`src/rtl/kpd_io_pkg.sv`:
```
package kpd_io_pkg;
   // default port numbers; reads use 1 and 2, writes use 3 and 4
   localparam int KEY_PORT_DEF  = 1;
   localparam int STAT_PORT_DEF = 2;
   localparam int DISP_PORT_DEF = 3;
   localparam int CTRL_PORT_DEF = 4;

   // fixed bit positions of the handshake and serial lines
   localparam int READY_BIT_DEF  = 0;
   localparam int SERIN_BIT_DEF  = 7;
   localparam int ACK_BIT_DEF    = 7;
   localparam int SEROUT_BIT_DEF = 0;

   localparam int N_OUT_PORTS = 2;
endpackage

```
`src/rtl/kpd_sync.sv`:
```
module kpd_sync #(
   parameter int W      = 2,
   parameter int STAGES = 2
) (
   input  logic         clk,
   input  logic         rst,
   input  logic [W-1:0] d,
   output logic [W-1:0] q
);
   if (STAGES < 0 || STAGES > 4) begin : g_bad_stages
      $error("kpd_sync: STAGES must be 0..4");
   end

   if (STAGES == 0) begin : g_bypass
      assign q = d;
   end else begin : g_chain
      logic [STAGES-1:0][W-1:0] sr;
      always_ff @(posedge clk) begin
         if (rst) begin
            sr <= '0;
         end else begin
            sr[0] <= d;
            for (int k = 1; k < STAGES; k++) begin
               sr[k] <= sr[k-1];
            end
         end
      end
      assign q = sr[STAGES-1];
   end
endmodule

```
`src/rtl/kpd_in_sel.sv`:
```
module kpd_in_sel #(
   parameter int DW        = 8,
   parameter int PW        = 3,
   parameter int KEY_PORT  = 1,
   parameter int STAT_PORT = 2
) (
   input  logic          clk,
   input  logic          rst,
   input  logic          rd_en,
   input  logic [PW-1:0] port_sel,
   input  logic [DW-1:0] key_byte,
   input  logic [DW-1:0] stat_byte,
   output logic [DW-1:0] bus_out,
   output logic          bus_vld
);
   localparam logic [PW-1:0] KEY_ID  = PW'(KEY_PORT);
   localparam logic [PW-1:0] STAT_ID = PW'(STAT_PORT);

   logic hit_key, hit_stat;
   assign hit_key  = rd_en && (port_sel == KEY_ID);
   assign hit_stat = rd_en && (port_sel == STAT_ID);

   always_ff @(posedge clk) begin
      if (rst) begin
         bus_out <= '0;
         bus_vld <= 1'b0;
      end else if (hit_key) begin
         bus_out <= key_byte;
         bus_vld <= 1'b1;
      end else if (hit_stat) begin
         bus_out <= stat_byte;
         bus_vld <= 1'b1;
      end else begin
         bus_out <= '0;
         bus_vld <= 1'b0;
      end
   end


   key_read_chk: assert property (@(posedge clk) disable iff (rst)
      (rd_en && port_sel == KEY_ID) |=> (bus_vld && bus_out == $past(key_byte)));


   idle_zero_chk: assert property (@(posedge clk) disable iff (rst)
      !bus_vld |-> (bus_out == '0));


   no_read_chk: assert property (@(posedge clk) disable iff (rst)
      !(rd_en && (port_sel == KEY_ID || port_sel == STAT_ID)) |=> !bus_vld);
endmodule

```
`src/rtl/kpd_out_latch.sv`:
```
module kpd_out_latch #(
   parameter int DW      = 8,
   parameter int PW      = 3,
   parameter int PORT_ID = 3
) (
   input  logic          clk,
   input  logic          rst,
   input  logic          wr_en,
   input  logic [PW-1:0] port_sel,
   input  logic [DW-1:0] acc_in,
   output logic [DW-1:0] q
);
   localparam logic [PW-1:0] MY_ID = PW'(PORT_ID);

   logic ld;
   assign ld = wr_en && (port_sel == MY_ID);

   always_ff @(posedge clk) begin
      if (rst)     q <= '0;
      else if (ld) q <= acc_in;
   end


   latch_load_chk: assert property (@(posedge clk) disable iff (rst)
      (wr_en && port_sel == MY_ID) |=> (q == $past(acc_in)));


   latch_hold_chk: assert property (@(posedge clk) disable iff (rst)
      !(wr_en && port_sel == MY_ID) |=> $stable(q));
endmodule

```
`src/rtl/kpd_io_ports.sv`:
```
module kpd_io_ports
   import kpd_io_pkg::*;
#(
   parameter int DW          = 8,
   parameter int PW          = 3,
   parameter int SYNC_STAGES = 2,
   parameter int KEY_PORT    = KEY_PORT_DEF,
   parameter int STAT_PORT   = STAT_PORT_DEF,
   parameter int DISP_PORT   = DISP_PORT_DEF,
   parameter int CTRL_PORT   = CTRL_PORT_DEF,
   parameter int READY_BIT   = READY_BIT_DEF,
   parameter int SERIN_BIT   = SERIN_BIT_DEF,
   parameter int ACK_BIT     = ACK_BIT_DEF,
   parameter int SEROUT_BIT  = SEROUT_BIT_DEF
) (
   input  logic          clk,
   input  logic          rst,
   input  logic [PW-1:0] port_sel,
   input  logic          rd_en,
   input  logic          wr_en,
   input  logic [DW-1:0] acc_in,
   input  logic [DW-1:0] kp_data,
   input  logic          kp_ready,
   input  logic          ser_in,
   output logic [DW-1:0] bus_out,
   output logic          bus_vld,
   output logic [DW-1:0] disp_out,
   output logic [DW-1:0] ctrl_out,
   output logic          kp_ack,
   output logic          ser_out
);
   localparam int MAX_PORT = (1 << PW) - 1;
   localparam logic [PW-1:0] STAT_ID = PW'(STAT_PORT);
   localparam logic [PW-1:0] CTRL_ID = PW'(CTRL_PORT);

   // ---------------- elaboration checks ----------------
   if (DW < 2) begin : g_bad_dw
      $error("kpd_io_ports: DW too small");
   end
   if (READY_BIT >= DW || SERIN_BIT >= DW || READY_BIT == SERIN_BIT) begin : g_bad_in_bits
      $error("kpd_io_ports: bad status bit positions");
   end
   if (ACK_BIT >= DW || SEROUT_BIT >= DW) begin : g_bad_out_bits
      $error("kpd_io_ports: bad control bit positions");
   end
   if (KEY_PORT > MAX_PORT || STAT_PORT > MAX_PORT ||
       DISP_PORT > MAX_PORT || CTRL_PORT > MAX_PORT) begin : g_bad_port_w
      $error("kpd_io_ports: port number does not fit PW");
   end
   if (KEY_PORT == STAT_PORT || DISP_PORT == CTRL_PORT) begin : g_bad_port_dup
      $error("kpd_io_ports: duplicate port numbers");
   end

   // ---------------- pin synchronizer ----------------
   logic [1:0] pins_raw, pins_s;
   assign pins_raw = {ser_in, kp_ready};

   kpd_sync #(.W(2), .STAGES(SYNC_STAGES)) u_sync (
      .clk (clk),
      .rst (rst),
      .d   (pins_raw),
      .q   (pins_s)
   );

   // status byte: fixed positions, all other bits zero
   logic [DW-1:0] stat_byte;
   always_comb begin
      stat_byte            = '0;
      stat_byte[READY_BIT] = pins_s[0];
      stat_byte[SERIN_BIT] = pins_s[1];
   end

   // ---------------- read path ----------------
   kpd_in_sel #(
      .DW(DW), .PW(PW), .KEY_PORT(KEY_PORT), .STAT_PORT(STAT_PORT)
   ) u_in (
      .clk       (clk),
      .rst       (rst),
      .rd_en     (rd_en),
      .port_sel  (port_sel),
      .key_byte  (kp_data),
      .stat_byte (stat_byte),
      .bus_out   (bus_out),
      .bus_vld   (bus_vld)
   );

   // ---------------- output latches ----------------
   logic [N_OUT_PORTS-1:0][DW-1:0] out_q;

   for (genvar i = 0; i < N_OUT_PORTS; i++) begin : g_out
      localparam int ID = (i == 0) ? DISP_PORT : CTRL_PORT;
      kpd_out_latch #(.DW(DW), .PW(PW), .PORT_ID(ID)) u_latch (
         .clk      (clk),
         .rst      (rst),
         .wr_en    (wr_en),
         .port_sel (port_sel),
         .acc_in   (acc_in),
         .q        (out_q[i])
      );
   end

   assign disp_out = out_q[0];
   assign ctrl_out = out_q[1];
   assign kp_ack   = ctrl_out[ACK_BIT];
   assign ser_out  = ctrl_out[SEROUT_BIT];


   ack_follow_chk: assert property (@(posedge clk) disable iff (rst)
      (wr_en && port_sel == CTRL_ID) |=>
         (kp_ack == $past(acc_in[ACK_BIT]) && ser_out == $past(acc_in[SEROUT_BIT])));


   stat_read_chk: assert property (@(posedge clk) disable iff (rst)
      (rd_en && port_sel == STAT_ID) |=> (bus_vld && bus_out == $past(stat_byte)));
endmodule

```
`config.mk`:
```
export PLATFORM = sky130hd
export DESIGN_NAME = kpd_io_ports
export DESIGN_NICKNAME = d
export VERILOG_FILES = /design/src/rtl/kpd_io_pkg.sv /design/src/rtl/kpd_sync.sv /design/src/rtl/kpd_in_sel.sv /design/src/rtl/kpd_out_latch.sv /design/src/rtl/kpd_io_ports.sv
export SDC_FILE = /design/constraint.sdc
export NUM_CORES = 1
export LEC_CHECK = 0
export BUFFER_PORTS_ARGS = -buffer_cell sky130_fd_sc_hd__buf_2
export CAP_MARGIN = 0
export CORE_AREA = 5 5 72 74
export DETAILED_ROUTE_END_ITERATION = 6
export DIE_AREA = 0 0 77 79
export PLACE_DENSITY = 0.55
export SLEW_MARGIN = 20
export SYNTH_ARGS = -nofsm -noshare
export SYNTH_HDL_FRONTEND = slang
export SYNTH_HIERARCHICAL = 1
export SYNTH_SLANG_ARGS = --single-unit
export TNS_END_PERCENT = 5
```
`constraint.sdc`:
```
create_clock -name clk -period 1.1 [get_ports clk]
set_input_delay 0.165 -clock clk [delete_from_list [all_inputs] [get_ports clk]]
set_output_delay 0.165 -clock clk [all_outputs]
set_load 0.05 [all_outputs]
```
==> metrics, run 1 <==
CP Data Required Time=roughly 0.94 ns; clock root cell=clkbuf_8; multi-input logic area=~640 um2; antenna-violating nets left=0; final instance area=roughly 1700 um2; share of the synthesized area in the top cell type=0.4518; area of the die=6083 um2; initial core utilization=0.2833; Mean Syn Cell Area=approximately 11 um2; FFs w/ async S/R, synth=0; maximum root-to-sink buffer count=2; family with the most delay on the worst path=flip-flops; CTS tree=built; RSZ-0062 raised after global routing=yes; slowest cell on the critical path=dfxtp_1; later-pin clock latency in the skew report=around 0.27 ns; Num CTS Buffers=5; synth warn=6; vias in the first global route=1016; HPWL after DPL=roughly 2.2 mm; Cell variety after synth=16; Worst Setup Start Kind=flop; Yosys top cell by area=dfxtp_1; fillers=between 400 and 500; Sink Count=29; cts hold-fix bufs=0; depth of the CTS H-tree=2; Post-Syn Instances=122; layout cells sized above 1=0.4011; drt via density=4.267; Setup WS pre-CTS=-0.0003086 ns; maximum clock rate=roughly 0.95 GHz; routed vias=1007; Seq cells post-synth=29; DR WL/cell=roughly 12 um; Setup crit end kind=output port; outcome=complete, no violations; # rows=25; Main synth FF type=dfxtp_1; Die Y=between 70 and 80 um; FF+latch area=between 500 and 600 um2; Worst IR Drop VDD=around 0.00047 V; endpoints failing setup=0; CP max stage delay=about 0.37 ns; Initial DRC Count=33; EDFF count, synth=0; Routed WL=approximately 2.7 mm; max-cap violations=0; area grow syn2layout=35.73%; crit path max fanout=3; Post-Syn Area=between 1000 and 1500 um2; PD cells=about 1400 nW/um2; Final Skew=between 0.0008 and 0.0009 ns; total core area=~4500 um2; first-pass GRT wire length=4.671 mm; critical path class=reg -> out; Nets=around 200; final setup margin=~0.044 ns; port buffer count=slightly above 50; Final Hold Viols=0; RD Place Congestion=0.6991; leakage dissipation=between 0.0007 and 0.0008 uW; Slew Viols, Final=0; drt pass-1 iters=4; CP Cell Sequence=clkbuf_4; worst path arrival time=around 0.89 ns; Post-DP Area=about 1600 um2; synth top area cells=dfxtp_1 45%, nand2b_1 16%, mux2i_1 12%; worst hold path class=in -> reg; largest net degree at the start of global routing=37; Seq/Total Area, Yosys=0.4518; setup bufs post-CTS=0; Ports=52; Final min period=around 1.1 ns; Setup TNS=0 ns; most frequent cell after synthesis=nand2b_1; initial antenna violation count=0; Die W=around 77 um; total gr overflow=0; GRT Total Usage=0.09680; most frequent cells after synthesis=32 x nand2b_1, 29 x dfxtp_1, 16 x mux2i_1, 16 x nand3b_1, 8 x a21oi_2; antenna fix cells=0; clock slew at reported path FFs=approximately 0.060 ns; DRC=0; CP bufs+invs=1; Final Cycle Share=0.9598
[cells in the final DEF, fill, tap and decap left out]
master      n
nand3b_1   16
mux2i_1    16
buf_4       5
nor2_1      1
clkbuf_8    6
and4bb_1    1
conb_1      6
nor2b_1     4
nand2b_1   32
dfxtp_1    29
and4b_1     1
buf_2      49
or3b_1      1
clkbuf_4    2
clkbuf_1    1
xnor2_1     1
buf_12      2
a21oi_2     8
bufinv_16   1
[worst register-to-register path, cell delays in order (launching register included)]
cell	delay, ns
dfxtp_1	0.37
nand2b_1	0.06
mux2i_1	0.11
[per-layer routing]
layer  vias up  part of all wire  wire length [um]  GRT usage
met5         -                 0                 0          0
met4         0             0.020                54    0.04639
met3         7              0.13               346    0.05329
met2        49              0.40              1090     0.1350
met1       440              0.45              1242     0.1201
li1        511                 -                 -          -
[logic make-up (layout without fill, tap and decap cells)]
family,Yosys count,after routing,synth area share
compound gates,8,8,0.05453
xor+xnor,1,1,0.006817
buf+inv,11,66,0.06329
flops,29,29,0.4518
mux,16,16,0.1246
other cells,1,6,0.002918
simple gates,56,56,0.2960
[final timing paths]
check	start	endpoint	slack, ns	depth (start not counted)
hold / removal	ser_in	u_sync/g_chain.sr[1]$_SDFF_PP0_	0.12	2
setup reg to reg	g_out[1].u_latch/q[0]$_SDFFE_PP0P_	g_out[1].u_latch/q[0]$_SDFFE_PP0P_	0.50	2
hold reg to reg	u_sync/g_chain.sr[1]$_SDFF_PP0_	u_sync/q[1]$_SDFF_PP0_	0.44	1
setup / recovery	g_out[1].u_latch/q[0]$_SDFFE_PP0P_	ctrl_out[0]	0.04	1
[state kept, by name (all words and copies together) (netlist names)]
name	count
u_sync/g_chain.sr	2
g_out.u_latch/q	16
u_in/bus_out	8
u_sync/q	2
u_in/bus_vld	1
[repair_timing]
item,4_1_cts,5_1_grt
setup endpoints to repair,2,2
cloned,0,0
resized for setup,0,2
hold endpoints to repair,0,0
[through the flow]
stage,power [uW],instances,hold slack (ns),util
2_1_floorplan,1303,127,0.2366,-
3_3_place_gp,1400,228,0.4032,0.3578
3_5_place_dp,1405,228,0.4017,0.3578
4_1_cts,2547,236,0.1068,0.3834
5_1_grt,2622,236,0.1214,0.3846
6_report,2493,236,0.1177,0.3846
[power breakdown]
| part | switching (uW) | internal (uW) |
|---|---|---|
| clock network | 376 | 737 |
| logic | 170 | 124 |
| registers | 9.22 | 1080 |
[area by class of cell]
class                      instances  area share
clock buffer                       7     0.04950
sequential                        29      0.3329
multi-input combinational         87      0.3680
tap                               54     0.03874
clock inverter                     1     0.01722
timing repair buffer              58      0.1937
No activity file was read; power rests on OpenSTA's default activity.
==> run 2: changes to the inputs <==
--- a/config.mk
+++ b/config.mk
@@ -6,11 +6,11 @@
 export NUM_CORES = 1
 export LEC_CHECK = 0
 export BUFFER_PORTS_ARGS = -buffer_cell sky130_fd_sc_hd__buf_2
-export CAP_MARGIN = 0
+export CAP_MARGIN = 20
 export CORE_AREA = 5 5 72 74
 export DETAILED_ROUTE_END_ITERATION = 6
 export DIE_AREA = 0 0 77 79
-export PLACE_DENSITY = 0.55
+export PLACE_DENSITY = 0.56
 export SLEW_MARGIN = 20
 export SYNTH_ARGS = -nofsm -noshare
 export SYNTH_HDL_FRONTEND = slang
==> constraint.sdc (replaced) <==
create_clock -name clk -period 1.3 [get_ports clk]
set_input_delay 0.195 -clock clk [delete_from_list [all_inputs] [get_ports clk]]
set_output_delay 0.195 -clock clk [all_outputs]
set_load 0.05 [all_outputs]
==> run 2 against run 1 <==
  * Clock power down 34%
  * Cell count is 1.3% lower
  * Combinational power fell by 18%
  * Global-route usage is 0.21 points lower
  * Routed wire length up 4.2%
  * First-iteration DRC count shrank 18%
  * Utilization fell by 1.7 points
  * Via count unchanged
  * Register-to-register slack better by 0.21 ns
  * Highest routed layer unchanged
  * Largest cell class unchanged
==> metrics, run 2 (synthesized netlist as in run 1, its figures left out) <==
outcome=complete, no violations (unchanged); antenna-violating nets left=0 (unchanged); clock slew at reported path FFs=0.06 ns (about the same); Worst IR Drop VDD=0.0004349 V (was 0.0004709 V); drt via density=4.322 (was 4.267); Final min period=1.101 ns; Die W=77 um (unchanged); Setup WS pre-CTS=0.1651 ns (was -0.0003086 ns); Setup crit end kind=output port (unchanged); CTS tree=built (unchanged); initial antenna violation count=0 (unchanged); total core area=4536 um2 (unchanged); clock root cell=clkbuf_8 (unchanged); layout cells sized above 1=0.3911 (was 0.4011); critical path class=reg -> out (unchanged); Sink Count=29 (unchanged); area grow syn2layout=29.89% (was 35.73%); most common cell after layout, fill and taps aside=buf_2 (unchanged); Routed WL=2.847 mm (was 2.733 mm); Final Hold Viols=0 (unchanged); Ports=52 (unchanged); GR peak layer=met1 (was met2); drt pass-1 iters=4 (unchanged); grt met2 use=0.1163 (was 0.1350); worst path arrival time=0.91 ns (was 0.89 ns); RD Place Congestion=0.6810 (was 0.6991); crit path max fanout=3 (unchanged); fillers=457 (was 487); CP Data Required Time=1.11 ns (was 0.94 ns); DRC=0 (unchanged); Post-DP Area=1583 um2 (was 1623 um2); CP bufs+invs=1 (unchanged); leakage dissipation=0.0007212 uW (was 0.0007495 uW); first-pass GRT wire length=4.464 mm (was 4.671 mm); port buffer count=51 (unchanged); max-cap violations=0 (unchanged); Final Skew=0.0003699 ns (was 0.0008988 ns); GRT Total Usage=0.09474 (was 0.09680); Biggest register=g_out.u_latch/q (unchanged); Final Cycle Share=0.8469; later-pin clock latency in the skew report=0.27 ns (about the same); Top Registers=g_out.u_latch/q: 16 flops, u_in/bus_out: 8 flops (unchanged); CP Cell Sequence=buf_2 (was clkbuf_4); area of the die=6083 um2 (unchanged); slowest cell on the critical path=dfxtp_1 (unchanged); # rows=25 (unchanged); final instance area=1669 um2 (was 1744 um2); Num CTS Buffers=5 (unchanged); maximum root-to-sink buffer count=2 (unchanged); Nets=204 (was 206); min-delay src=kp_ready (was ser_in); depth of the CTS H-tree=2 (unchanged); Global Route met3 Usage=0.05669 (was 0.05329); Die Y=79 um (unchanged); largest net degree at the start of global routing=37 (unchanged); CTS resizes=0 (unchanged); total gr overflow=0 (unchanged); Slew Viols, Final=0 (unchanged); initial core utilization=0.2833 (unchanged); antenna fix cells=0 (unchanged); routed vias=1007 (unchanged); launching point of the worst reg2reg path=g_out[1].u_latch/q[0]$_SDFFE_PP0P_ (unchanged); setup bufs post-CTS=0 (unchanged); RSZ-0062 raised after global routing=no (was yes); final setup margin=0.1990 ns (was 0.04426 ns); Largest register FFs=16 (unchanged); Initial DRC Count=27 (was 33); endpoints failing setup=0 (unchanged); Worst Setup SP=g_out[1].u_latch/q[0]$_SDFFE_PP0P_ (unchanged); Worst Setup Start Kind=flop (unchanged); cts hold-fix bufs=0 (unchanged); DR WL/cell=12.22 um (was 11.58 um); Setup TNS=0 ns (unchanged); maximum clock rate=roughly 0.91 GHz; PD cells=1130 nW/um2 (was 1429 nW/um2); family with the most delay on the worst path=flip-flops (unchanged); vias in the first global route=948 (was 1016); worst hold path class=in -> reg (unchanged); M1 GR Usage=0.1275 (was 0.1201); most frequent cells in the layout=51 x buf_2, 32 x nand2b_1, 29 x dfxtp_1, 16 x mux2i_1, 16 x nand3b_1 (was 49 x buf_2, 32 x nand2b_1, 29 x dfxtp_1, 16 x mux2i_1, 16 x nand3b_1); HPWL after DPL=2.079 mm (was 2.152 mm); CP max stage delay=0.36 ns (was 0.37 ns)
## run 2: changes by cell type in the layout (fill, tap and decap cells not counted)
cell       before  now
buf_2          49   51
buf_12          2    0
bufinv_16       1    0
clkbuf_4        2    0
## run 2: worst paths after layout
kind | end | slack (ns) | cells past startpoint
hold / removal | u_sync/g_chain.sr[0]$_SDFF_PP0_ | 0.13 | 2
setup / recovery | ser_out | 0.20 | 1
setup reg to reg | g_out[1].u_latch/q[0]$_SDFFE_PP0P_ | 0.71 | 2
hold reg to reg | u_sync/q[1]$_SDFF_PP0_ | 0.43 | 1
## run 2: final cells by class
cell class / count / area (um2) / share of cell area
multi-input combinational: 87 / 641.9 / 0.3846
sequential: 29 / 580.6 / 0.3478
timing repair buffer: 56 / 292.8 / 0.1754
clock buffer: 7 / 86.33 / 0.05172
tap: 54 / 67.56 / 0.04048
## run 2: power breakdown
part           leakage [uW]  internal [uW]  total [uW]  switching (uW)
combinational      0.000441           96.5         240             144
sequential         0.000235            911         918            7.51
clock             0.0000443            419         728             309
## run 2: routing by layer
| layer | vias to the layer above | share of wire |
|---|---|---|
| met5 | - | 0 |
| met4 | 0 | 0.020 |
| met3 | 8 | 0.15 |
| met2 | 52 | 0.38 |
| met1 | 438 | 0.45 |
| li1 | 509 | - |
## run 2: per-stage QoR
stage	power, uW	hold slack, ns	std cells	util
after floorplan	1103	0.2666	127	-
after global placement	1181	0.4084	226	0.3490
after detailed placement	1180	0.4148	226	0.3490
after CTS	1925	0.1200	233	0.3680
after global routing	1981	0.1379	233	0.3680
final	1887	0.1256	233	0.3680
==> run 3: changes to the inputs <==
==> constraint.sdc (replaced) <==
create_clock -name clk -period 1.1 [get_ports clk]
set_input_delay 0.165 -clock clk [delete_from_list [all_inputs] [get_ports clk]]
set_output_delay 0.165 -clock clk [all_outputs]
set_load 0.05 [all_outputs]
==> run 3 against run 2 <==
  * Non-clock buffer count grew 1
  * Register-to-register slack worse by 0.20 ns
  * Die area is the same
  * Clock power is 13% higher
  * Count of clock-buffer cells in the layout up 1
  * Cell area grew 1.6%
  * Worst hold slack worse by 0.030 ns
  * Cell count grew 0.86%
==> metrics, run 3 (synthesized netlist as in run 1, its figures left out) <==
outcome=complete, no violations (unchanged); worst hold path class=in -> reg (unchanged); total core area=4536 um2 (unchanged); antenna-violating nets left=0 (unchanged); Die Y=79 um (unchanged); layout cells sized above 1=0.3867 (was 0.3911); initial antenna violation count=0 (unchanged); R2R depth=2 (unchanged); CP Data Required Time=0.94 ns (was 1.11 ns); endpoints failing setup=0 (unchanged); GRT Total Usage=0.09778 (was 0.09474); Routed WL=2.859 mm (was 2.847 mm); Final Cycle Share=0.9750; routed vias=999 (was 1007); port buffer count=51 (unchanged); PD cells=1300 nW/um2 (was 1130 nW/um2); CP bufs+invs=1 (unchanged); clock root cell=clkbuf_8 (unchanged); CTS resizes=0 (unchanged); maximum clock rate=just over 0.9 GHz; drt pass-1 iters=4 (unchanged); area grow syn2layout=31.94% (was 29.89%); RD Place Congestion=0.7075 (was 0.6810); Setup crit end kind=output port (unchanged); setup bufs post-CTS=0 (unchanged); WHS=0.09588 ns (was 0.1256 ns); antenna fix cells=0 (unchanged); area of the die=6083 um2 (unchanged); later-pin clock latency in the skew report=0.28 ns (was 0.27 ns); Slew Viols, Final=0 (unchanged); Final Hold Viols=0 (unchanged); slowest cell on the critical path=dfxtp_1 (unchanged); worst hold stages=2 (unchanged); Worst Setup Start Kind=flop (unchanged); CP Cell Sequence=buf_2 (unchanged); min-delay src=kp_ready (unchanged); Final min period=roughly 1.1 ns; Die W=77 um (unchanged); CTS tree=built (unchanged); first-pass GRT wire length=4.664 mm (was 4.464 mm); DR WL/cell=12.17 um (was 12.22 um); Worst IR Drop VDD=0.0005233 V (was 0.0004349 V); max-cap violations=0 (unchanged); Worst Setup SP=g_out[1].u_latch/q[0]$_SDFFE_PP0P_ (unchanged); Final Skew=0.004432 ns (was 0.0003699 ns); DRC=0 (unchanged); initial core utilization=0.2833 (unchanged); worst path arrival time=0.91 ns (about the same); critical path class=reg -> out (unchanged); critical path depth in cells=1 (unchanged); Num CTS Buffers=5 (unchanged); HPWL after DPL=2.133 mm (was 2.079 mm); Biggest register=g_out.u_latch/q (unchanged); vias in the first global route=1013 (was 948); most frequent cells in the layout=51 x buf_2, 32 x nand2b_1, 29 x dfxtp_1, 16 x mux2i_1, 16 x nand3b_1 (unchanged); Top Registers=g_out.u_latch/q: 16 flops, u_in/bus_out: 8 flops (unchanged); final core area utilization=0.3738 (was 0.3680); CP max stage delay=0.36 ns (about the same); drt via density=4.251 (was 4.322); depth of the CTS H-tree=2 (unchanged); Largest register FFs=16 (unchanged); most common cell after layout, fill and taps aside=buf_2 (unchanged); Nets=205 (was 204); Sink Count=29 (unchanged); clock slew at reported path FFs=0.06 ns (about the same); Ports=52 (unchanged); largest net degree at the start of global routing=37 (unchanged); RSZ-0062 raised after global routing=yes (was no); family with the most delay on the worst path=flip-flops (unchanged); leakage dissipation=0.0007270 uW (was 0.0007212 uW); Tot Pwr=2204 uW (was 1887 uW); cts hold-fix bufs=0 (unchanged); launching point of the worst reg2reg path=g_out[1].u_latch/q[0]$_SDFFE_PP0P_ (unchanged); crit path max fanout=3 (unchanged); Initial DRC Count=40 (was 27); total gr overflow=0 (unchanged); # rows=25 (unchanged); maximum root-to-sink buffer count=2 (unchanged)
-- run 3: cell types whose count changed in the layout (fill, tap and decap cells not counted), sizes merged --
cell    previous run  this run
buf               56        57
clkbuf             7         8
-- run 3: final timing paths --
kind / end / slack [ns]
max: ctrl_out[0] / 0.03
min: u_sync/g_chain.sr[0]$_SDFF_PP0_ / 0.1
max reg2reg: g_out[1].u_latch/q[0]$_SDFFE_PP0P_ / 0.51
min reg2reg: u_sync/q[0]$_SDFF_PP0_ / 0.44
-- run 3: metal layers --
layer | share of wire | vias to the layer above | wire length (um) | track usage
li1 | - | 511 | - | -
met3 | 0.14 | 8 | 399 | 0.06349
met1 | 0.44 | 435 | 1269 | 0.1146
met2 | 0.40 | 45 | 1131 | 0.1375
met5 | 0 | - | 0 | 0
met4 | 0.021 | 0 | 59 | 0.04639
-- run 3: worst register-to-register path, cell delays in order (launching register included) --
cell,delay [ns]
dfxtp_1,0.36
nand2b_1,0.06
mux2i_1,0.11
-- run 3: cell type report --
class,instances,area [um2]
Fill cell,458,2840
Multi-Input combinational cell,87,641.9
Sequential cell,29,580.6
Timing Repair Buffer,57,325.3
Clock buffer,8,80.08
Tap cell,54,67.56
-- run 3: metrics by stage --
| stage | worst slack (ns) | std cells | instance area, um2 | TNS, ns |
|---|---|---|---|---|
| floorplan | 0.02107 | 127 | 1304 | 0 |
| global placement | -0.01444 | 227 | 1615 | -0.1036 |
| detailed placement | -0.02802 | 227 | 1615 | -0.1875 |
| CTS | 0.01396 | 235 | 1695 | 0 |
| global route | -0.008974 | 235 | 1695 | -0.02189 |
| finish | 0.02752 | 235 | 1695 | 0 |
-- run 3: power breakdown --
group / switching, uW / total, uW / internal (uW)
sequential: 9.12 / 1090 / 1080
clock: 378 / 826 / 448
combinational: 171 / 292 / 121
total: 558 / 2200 / 1650
